$ cat src/rtl/pwm_bank_pkg.sv
package pwm_bank_pkg;

  // What the load controller asks every channel to do at the next edge.
  typedef enum logic [1:0] {
    ACT_RUN    = 2'd0,  // keep counting
    ACT_STORE  = 2'd1,  // capture inputs into the pending copy
    ACT_FORCE  = 2'd2,  // inputs become active now, counters restart
    ACT_COMMIT = 2'd3   // pending copy becomes active, counters restart
  } chan_act_e;

endpackage

$ cat src/rtl/pwm_load_ctrl.sv
module pwm_load_ctrl
  import pwm_bank_pkg::*;
(
  input  logic      clk,
  input  logic      rst,
  input  logic      load,
  input  logic      force_align,
  input  logic      all_last,
  output chan_act_e action,
  output logic      pending
);

  logic pend_q;

  always_comb begin
    if (load && force_align)      action = ACT_FORCE;
    else if (load)                action = ACT_STORE;
    else if (pend_q && all_last)  action = ACT_COMMIT;
    else                          action = ACT_RUN;
  end

  always_ff @(posedge clk) begin
    if (rst) begin
      pend_q <= 1'b0;
    end else begin
      unique case (action)
        ACT_STORE:            pend_q <= 1'b1;
        ACT_FORCE, ACT_COMMIT: pend_q <= 1'b0;
        default:              pend_q <= pend_q;
      endcase
    end
  end

  assign pending = pend_q;

endmodule

$ cat src/rtl/pwm_channel.sv
module pwm_channel
  import pwm_bank_pkg::*;
#(
  parameter int CNT_W = 32
) (
  input  logic             clk,
  input  logic             rst,
  input  chan_act_e        action,
  input  logic [CNT_W-1:0] per_in,
  input  logic [CNT_W-1:0] duty_in,
  input  logic [CNT_W-1:0] off_in,
  output logic             line,
  output logic             at_last,
  output logic [CNT_W-1:0] act_per,
  output logic [CNT_W-1:0] act_off,
  output logic [CNT_W-1:0] count
);

  localparam logic [CNT_W-1:0] ONE = CNT_W'(1);

  logic [CNT_W-1:0] pnd_per, pnd_duty, pnd_off;
  logic [CNT_W-1:0] a_per, a_duty, a_off;
  logic [CNT_W-1:0] cnt_q, cnt_next;
  logic             en, level, line_q;

  assign en      = (a_per != '0);
  assign at_last = !en || (cnt_q == a_per - ONE);
  assign cnt_next = at_last ? '0 : cnt_q + ONE;
  // cnt_q < a_per, so a duty beyond the period clips at the wrap
  assign level   = en && (cnt_q >= a_off) && ((cnt_q - a_off) < a_duty);

  always_ff @(posedge clk) begin
    if (rst) begin
      pnd_per  <= '0;
      pnd_duty <= '0;
      pnd_off  <= '0;
      a_per    <= '0;
      a_duty   <= '0;
      a_off    <= '0;
      cnt_q    <= '0;
      line_q   <= 1'b0;
    end else begin
      line_q <= level;
      unique case (action)
        ACT_FORCE: begin
          a_per  <= per_in;
          a_duty <= duty_in;
          a_off  <= off_in;
          cnt_q  <= '0;
        end
        ACT_COMMIT: begin
          a_per  <= pnd_per;
          a_duty <= pnd_duty;
          a_off  <= pnd_off;
          cnt_q  <= '0;
        end
        ACT_STORE: begin
          pnd_per  <= per_in;
          pnd_duty <= duty_in;
          pnd_off  <= off_in;
          cnt_q    <= cnt_next;
        end
        default: cnt_q <= cnt_next;
      endcase
    end
  end

  assign line    = line_q;
  assign act_per = a_per;
  assign act_off = a_off;
  assign count   = cnt_q;

endmodule

$ cat src/rtl/pwm_bank.sv
module pwm_bank
  import pwm_bank_pkg::*;
#(
  parameter int NUM_CH = 4,
  parameter int CNT_W  = 32
) (
  input  logic                    clk,
  input  logic                    rst,
  input  logic                    load,
  input  logic                    force_align,
  input  logic [NUM_CH*CNT_W-1:0] period_in,
  input  logic [NUM_CH*CNT_W-1:0] duty_in,
  input  logic [NUM_CH*CNT_W-1:0] offset_in,
  output logic [NUM_CH-1:0]       pwm_out
);

  localparam int BUS_W = NUM_CH * CNT_W;

  chan_act_e         action;
  logic              pending_q;
  logic [NUM_CH-1:0] last_v;
  logic              all_last;
  logic [BUS_W-1:0]  act_per_flat, act_off_flat, cnt_flat;

  assign all_last = &last_v;

  pwm_load_ctrl u_ctrl (
    .clk         (clk),
    .rst         (rst),
    .load        (load),
    .force_align (force_align),
    .all_last    (all_last),
    .action      (action),
    .pending     (pending_q)
  );

  for (genvar c = 0; c < NUM_CH; c++) begin : g_ch
    pwm_channel #(.CNT_W(CNT_W)) u_ch (
      .clk     (clk),
      .rst     (rst),
      .action  (action),
      .per_in  (period_in[c*CNT_W +: CNT_W]),
      .duty_in (duty_in[c*CNT_W +: CNT_W]),
      .off_in  (offset_in[c*CNT_W +: CNT_W]),
      .line    (pwm_out[c]),
      .at_last (last_v[c]),
      .act_per (act_per_flat[c*CNT_W +: CNT_W]),
      .act_off (act_off_flat[c*CNT_W +: CNT_W]),
      .count   (cnt_flat[c*CNT_W +: CNT_W])
    );
  end

endmodule

$ cat config.mk
export PLATFORM = sky130hd
export DESIGN_NAME = pwm_bank
export DESIGN_NICKNAME = d
export VERILOG_FILES = /design/src/rtl/pwm_bank_pkg.sv /design/src/rtl/pwm_load_ctrl.sv /design/src/rtl/pwm_channel.sv /design/src/rtl/pwm_bank.sv
export SDC_FILE = /design/constraint.sdc
export NUM_CORES = 2
export LEC_CHECK = 0
export BUFFER_PORTS_ARGS = -buffer_cell sky130_fd_sc_hd__buf_2
export CELL_PAD_IN_SITES_DETAIL_PLACEMENT = 0
export CELL_PAD_IN_SITES_GLOBAL_PLACEMENT = 1
export CORE_MARGIN = 1.5
export CORE_UTILIZATION = 47
export CTS_BUF_LIST = sky130_fd_sc_hd__clkbuf_2
export DETAILED_ROUTE_END_ITERATION = 7
export GPL_TIMING_DRIVEN = 0
export PLACE_DENSITY_LB_ADDON = 0.1
export RECOVER_POWER = 50
export SYNTH_ARGS = -nofsm -noshare
export SYNTH_HDL_FRONTEND = slang
export SYNTH_HIERARCHICAL = 1
export SYNTH_SLANG_ARGS = --single-unit
$ cat constraint.sdc
create_clock -name clk -period 5.9 [get_ports clk]
set_input_delay 1.18 -clock clk [delete_from_list [all_inputs] [get_ports clk]]
set_output_delay 1.18 -clock clk [all_outputs]
set_load 0.01 [all_outputs]
## Word level (Yosys, flattened, before mapping)

Index checks and enable logic that the tools add are counted.

- Add/subtract/negate cells: 12
- Multipliers: 0
- Divide/modulo/power cells: 0
- $lt $le $gt $ge: 8
- Eq/ne operators: 7
- Shifts and indexed selects: 0
- Mux-type cells: 16
- Bitwise gates (word level): 0
- Reductions and logical operators: 30

Operators by type and width:

| kind | count |
|---|---|
| $pmux W32 S2 | 12 |
| $add A32 B1 Y32 const B | 4 |
| $eq A32 B32 Y1 | 4 |
| $ge A32 B32 Y1 | 4 |
| $lt A32 B32 Y1 | 4 |
| $reduce_bool A32 Y1 | 4 |
| $sub A32 B1 Y32 const B | 4 |
| $sub A32 B32 Y32 | 4 |
| $reduce_or A4 Y1 | 4 |
| $logic_and A1 B1 Y1 | 10 |
| $mux W2 | 3 |
| $eq A2 B2 Y1 const B | 2 |
| $logic_not A1 Y1 | 4 |
| $logic_or A1 B1 Y1 | 4 |
| $reduce_and A4 Y1 | 1 |
| $reduce_bool A2 Y1 | 2 |
| $eq A2 B1 Y1 const B | 1 |
| $pmux W1 S2 | 1 |
| $reduce_or A2 Y1 | 1 |

- Register bits: 901
- Latch bits: 0
- Memory bits (writable): 0
- Memory bits (read-only): 0
- Bits of input ports: 388
- Output and inout bits: 4
- Word-level logic and storage cells: 106
- Memories kept: 0

## Depth between registers and ports, before layout

- Depth after elaboration: 11
- Mapped depth: 21
- Depth with buffers taken out: 20

## Modules after synthesis

Netlist, hierarchy kept.

By module, submodules not included:

| module | times used | cells an instance | area an instance (µm²) | sequential area each (µm²) |
|---|---|---|---|---|
| pwm_channel (g_ch[2].u_ch) | 1 | 1,562 | 12,856.1 | 4,504.3 |
| pwm_channel (g_ch[0].u_ch) | 1 | 1,549 | 12,589.6 | 4,504.3 |
| pwm_channel (g_ch[1].u_ch) | 1 | 1,557 | 12,569.6 | 4,504.3 |
| pwm_channel (g_ch[3].u_ch) | 1 | 1,518 | 12,465.7 | 4,504.3 |
| pwm_load_ctrl | 1 | 8 | 63.8 | 20.0 |
| pwm_bank | 1 | 1 | 8.8 | 0.0 |

## Worst setup path before layout

No wires, ideal clock.

- Path kind: register to register
- Start: reg g_ch[1].u_ch.a_per[2]
- End: reg g_ch[0].u_ch.a_duty[22]
- Setup time: 0.137 ns
- Arrival time: 4.479 ns
- Required time: 5.763 ns
- Setup slack: 1.284 ns
- Stages on the path, launching flop included: 18
- Path buffers: 4
- Clock period less this slack: 4.616 ns
- Cell sequence: dfxtp_1 or4_1 buf_2 nor4_4 nand4b_1 or3_1 nand2_1 nand4_1 nor4_4 or2_2 and4_1 nand3b_1 nand2_1 clkbuf_1 clkbuf_1 buf_1 mux2i_1 a211oi_1

- Word-level cells in the longest chain between the ends: 10
- Elaborated cells between the ends (all ways): 14
- Those cells by class: 1 x add/sub; 3 x eq/ne; 4 x mux; 6 x reduce/logical

Ends and longest elaborated chain:

| element | RTL line | source |
|---|---|---|
| from (decl) | pwm_channel.sv:22 | `logic [CNT_W-1:0] a_per, a_duty, a_off;` |
| from (signal assigned) | pwm_channel.sv:46 | `a_per <= per_in;` |
| from (signal assigned) | pwm_channel.sv:52 | `a_per <= pnd_per;` |
| $sub A32 B1 Y32 / $reduce_bool A32 Y1 (equally long branches) | pwm_channel.sv:27, pwm_channel.sv:26 |  |
| $eq A32 B32 Y1 / $logic_not A1 Y1 (equally long branches) | pwm_channel.sv:27 | `assign at_last = !en \|\| (cnt_q == a_per - ONE);` |
| $logic_or A1 B1 Y1 * | pwm_channel.sv:27 |  |
| net last_v[1] | pwm_bank.sv:21 | `logic [NUM_CH-1:0] last_v;` |
| $reduce_and A4 Y1 * | pwm_bank.sv:25 | `assign all_last = &last_v;` |
| net all_last | pwm_bank.sv:22 | `logic all_last;` |
| $logic_and A1 B1 Y1 * | pwm_load_ctrl.sv:18 | `else if (pend_q && all_last) action = ACT_COMMIT;` |
| $mux W2 * | pwm_load_ctrl.sv:18 |  |
| $mux W2 * | pwm_load_ctrl.sv:17 | `else if (load) action = ACT_STORE;` |
| $mux W2 * | pwm_load_ctrl.sv:16 | `if (load && force_align) action = ACT_FORCE;` |
| net action[0] | pwm_bank.sv:19 | `chan_act_e action;` |
| $eq A2 B2 Y1 | pwm_channel.sv:44 | `unique case (action)` |
| $pmux W32 S2 / $reduce_bool A2 Y1 (equally long branches) | n/a |  |
| to (signal assigned) | pwm_channel.sv:47 | `a_duty <= duty_in;` |
| to (signal assigned) | pwm_channel.sv:53 | `a_duty <= pnd_duty;` |
| to (decl) | pwm_channel.sv:22 |  |

The timed path passes the listed nets; every way through them passes the cells marked *.
A chain may end at the register's enable or synchronous reset.

## Worst setup path in the final report

- Start: reg g_ch[0].u_ch.a_per[0]
- End: reg g_ch[3].u_ch.a_duty[27]

- Word-level cells in the longest chain between the ends: 10
- Elaborated cells between the ends (all ways): 14
- Those cells by class: 1 x add/sub; 3 x eq/ne; 4 x mux; 6 x reduce/logical

Ends and longest elaborated chain:

| element | RTL line |
|---|---|
| from (decl) | pwm_channel.sv:22 |
| from (signal assigned) | pwm_channel.sv:46 |
| from (signal assigned) | pwm_channel.sv:52 |
| $sub A32 B1 Y32 / $reduce_bool A32 Y1 (equally long branches) | pwm_channel.sv:27, pwm_channel.sv:26 |
| $eq A32 B32 Y1 / $logic_not A1 Y1 (equally long branches) | pwm_channel.sv:27 |
| $logic_or A1 B1 Y1 * | pwm_channel.sv:27 |
| net last_v[0] | pwm_bank.sv:21 |
| $reduce_and A4 Y1 * | pwm_bank.sv:25 |
| net all_last | pwm_bank.sv:22 |
| $logic_and A1 B1 Y1 * | pwm_load_ctrl.sv:18 |
| $mux W2 * | pwm_load_ctrl.sv:18 |
| $mux W2 * | pwm_load_ctrl.sv:17 |
| $mux W2 * | pwm_load_ctrl.sv:16 |
| net action[0] | pwm_bank.sv:19 |
| $eq A2 B2 Y1 | pwm_channel.sv:44 |
| $pmux W32 S2 / $reduce_bool A2 Y1 (equally long branches) | n/a |
| to (signal assigned) | pwm_channel.sv:47 |
| to (signal assigned) | pwm_channel.sv:53 |
| to (decl) | pwm_channel.sv:22 |

Marks and branches as above.

==> impl_metrics.toml <==
[placement]
port_buffers = 391
pre_cts_slack_ns = -1.24
gp_congestion = 0.920
dpl.hpwl_mm = 120
place_area_um2 = 54300

[routing]
drc = 0
vias = 47900
viasPerCell = 5.45
drt-total-wl_mm = 161
drt_iter0_drc = 3213
dr.pass1.iters = 7
ant_nets = 0
wire_per_inst_um = 18.3

[worst_setup_path]
crit_fanout = 10
critPathKind = "flop to flop"
required_ns = 7.34
critPathArrivalTime_ns = 7.05
crit_path_start_kind = "flop"
endpoint_kind = "flop"

[timing]
final_max_slew_viol_count = 0
period_share = 0.951
fin_ws_ns = 0.291
rsz0062_at_grt = "false"
fin_crit_ns = 5.61
clock.fmax_ghz = 0.178
tightest_slew_ns = 1.21
max_slew_margin = 0.185
fin_skew_ns = 0.121
setup_viol_count_final = 0
finalHoldViolations = 0

[clock_tree]
cts_root_buf = "clkbuf_2"
cts.sinks = 901
htree_levels = 4
clk_pin_slew_ns = 0.10
insertion_delay_ns = 1.60
cts_tree = "yes"
cts_buffers = 235
cts_buffer_depth = 3

[synth]
ys_seq_area_frac = 0.357
syn-cell-area_um2 = 50600
yosys_warnings = 6
ys_types = 99
synth_edf_count = 0
async_reset_ff_frac = 0
avgSynthCellArea_um2 = 8.16
syn_inst = 6195
synth-seq-cells = 901
synth_nets = 6847
synthFlopType = "dfxtp_1"

[power_and_ir_drop]
leakage_nw = 23.7
total_power_mw = 14.1
power-per-cell-area_nw_per_um2 = 233
combPwrFrac = 0.214
seqPwrFrac = 0.468
peakVddDrop_mv = 0.154
switchingPower_mw = 4.59
switching_share = 0.325
p_int_mw = 9.51
clkPwrFrac = 0.318

[outcome]
status = "finished, final reports clean"

[final_layout]
final_core_util = 0.566
fin_nets = 7862
design_area_um2 = 60500
num-fill-cells = 10300
area_growth_pct = 19.6
drive_gt1_frac = 0.131

[floorplan]
die_y_um = 331
die_x_um = 331
start_util = 0.473
io_pins = 392
die_area_um2 = 110000
rows = 120
core_um2 = 107000

[grt]
grt_max_degree = 19
gr-total-overflow = 0
antenna_found_initial = 17
grt_pass1_vias = 44900
grt_pass1_wl_mm = 246
grt_use_total = 0.284

[job]
drv_cap = 0

[min_path]
hp-class = "input pin to flop"
==> cell families after synthesis <==
| group | count (synthesis) | share of synthesized area |
|---|---|---|
| multiplexers | 395 | 0.0782 |
| adder cells (fa/ha/maj) | 264 | 0.0659 |
| AND/OR/NAND/NOR | 2210 | 0.205 |
| buffers and inverters | 698 | 0.0547 |
| flip-flops | 901 | 0.357 |
| AO/OA/AOI/OAI | 1344 | 0.173 |
| XOR/XNOR | 383 | 0.0666 |
==> worst paths after layout <==
kind	start	endpoint	slack (ns)	cells after the start
worst max-delay path	g_ch[0].u_ch/act_per[0]	g_ch[3].u_ch/a_duty[27]	0.29	19
worst min-delay path	duty_in[113]	g_ch[3].u_ch/pnd_duty[17]	0.39	4
worst max register to register	g_ch[0].u_ch/act_per[0]	g_ch[3].u_ch/a_duty[27]	0.29	19
worst min register to register	g_ch[3].u_ch/pnd_duty[16]	g_ch[3].u_ch/pnd_duty[16]	0.46	2
==> what timing repair did <==
item                                   CTS  global route
setup endpoints to repair              808           529
pin swaps                                1             2
endpoints found under the hold margin  763             0
setup buffers                            1             3
resized for setup                       69            57
hold buffers                           387             0
==> cell usage in the layout, fill, tap and decap left out, types with 260 or more instances in the layout <==
cell type and instances:
buf_2 408, inv_1 315, nor2_1 561, a211oi_1 411, a21oi_1 533, nand2_1 940, ha_1 260, mux2i_1 389
clkbuf_1 265, dfxtp_1 901, clkbuf_2 410, dlygate4sd3_1 387
==> area by class of cell <==
type	count	area [um^2]	share of cell area
Sequential cell	901	18000	0.298
Antenna cell	16	40.0	0.000662
Buffer	379	1660	0.0275
Clock inverter	49	360	0.00596
Tap cell	1403	1760	0.0290
Timing Repair Buffer	782	5860	0.0968
Clock buffer	357	1790	0.0296
Inverter	315	1180	0.0196
Multi-Input combinational cell	4596	29800	0.493
==> layer usage <==
layer,wire length (um),vias to the layer above,share of wire,global-route usage
li1,-,23900,-,-
met5,103,-,0.00064,0
met2,70500,1312,0.44,0.438
met3,9760,228,0.061,0.0458
met4,3150,16,0.020,0.0817
met1,77500,22500,0.48,0.408
==> through the flow <==
stage / std cells / hold WS (ns) / setup TNS [ns]
floorplan: 6195 / 0.436 / 0
global placement: 7989 / 0.441 / -463.39
detailed placement: 7989 / 0.446 / -470.42
CTS: 8780 / 0.141 / 0
global route: 8792 / 0.222 / 0
finish: 8798 / 0.390 / 0
==> Yosys cell counts (all sizes together), types with 133 or more instances <==
master	number	area, um^2
ha	260	3250
a21oi	534	2680
clkbuf	295	1110
nor3	133	687
nor2	581	2230
inv	315	1180
a211oi	412	3100
nand2	942	3540
dfxtp	901	18000
xnor2	223	1950
xor2	159	1390
mux2i	394	3940
==> state kept, by name, indices dropped and copies added, names as in the netlist <==
name / count
g_ch.u_ch/a_duty: 128
g_ch.u_ch/act_per: 128
u_ctrl/pending: 1
g_ch.u_ch/pnd_per: 128
g_ch.u_ch/line: 4
g_ch.u_ch/count: 128
g_ch.u_ch/pnd_duty: 128
g_ch.u_ch/act_off: 128
g_ch.u_ch/pnd_off: 128
==> power by group through the flow <==
| stage | Combinational (mW) | Clock (mW) | Sequential [mW] |
|---|---|---|---|
| 6_report | 3.02 | 4.49 | 6.59 |
| 5_1_grt | 3.34 | 4.96 | 6.63 |
| 4_1_cts | 2.98 | 4.67 | 6.59 |
| 3_5_place_dp | 2.75 | 0 | 6.73 |
| 3_3_place_gp | 2.72 | 0 | 6.72 |
| 2_1_floorplan | 1.95 | 0 | 6.65 |
==> worst max-delay path: stages (launching register included) <==
cell,delay (ns)
dfxtp_1,0.39
inv_1,0.08
ha_1,0.20
or4b_1,0.44
buf_2,0.20
nor4_2,0.33
xnor2_1,0.16
nand3_1,0.13
a2111oi_4,0.40
nand4_2,0.20
or3_1,0.37
o41ai_1,0.18
and4_1,0.34
nand3b_1,0.18
nand2_4,0.22
clkbuf_2,0.34
clkbuf_2,0.37
clkbuf_4,0.36
mux2i_1,0.49
a211oi_1,0.14
(Power assumes the default switching activity.)
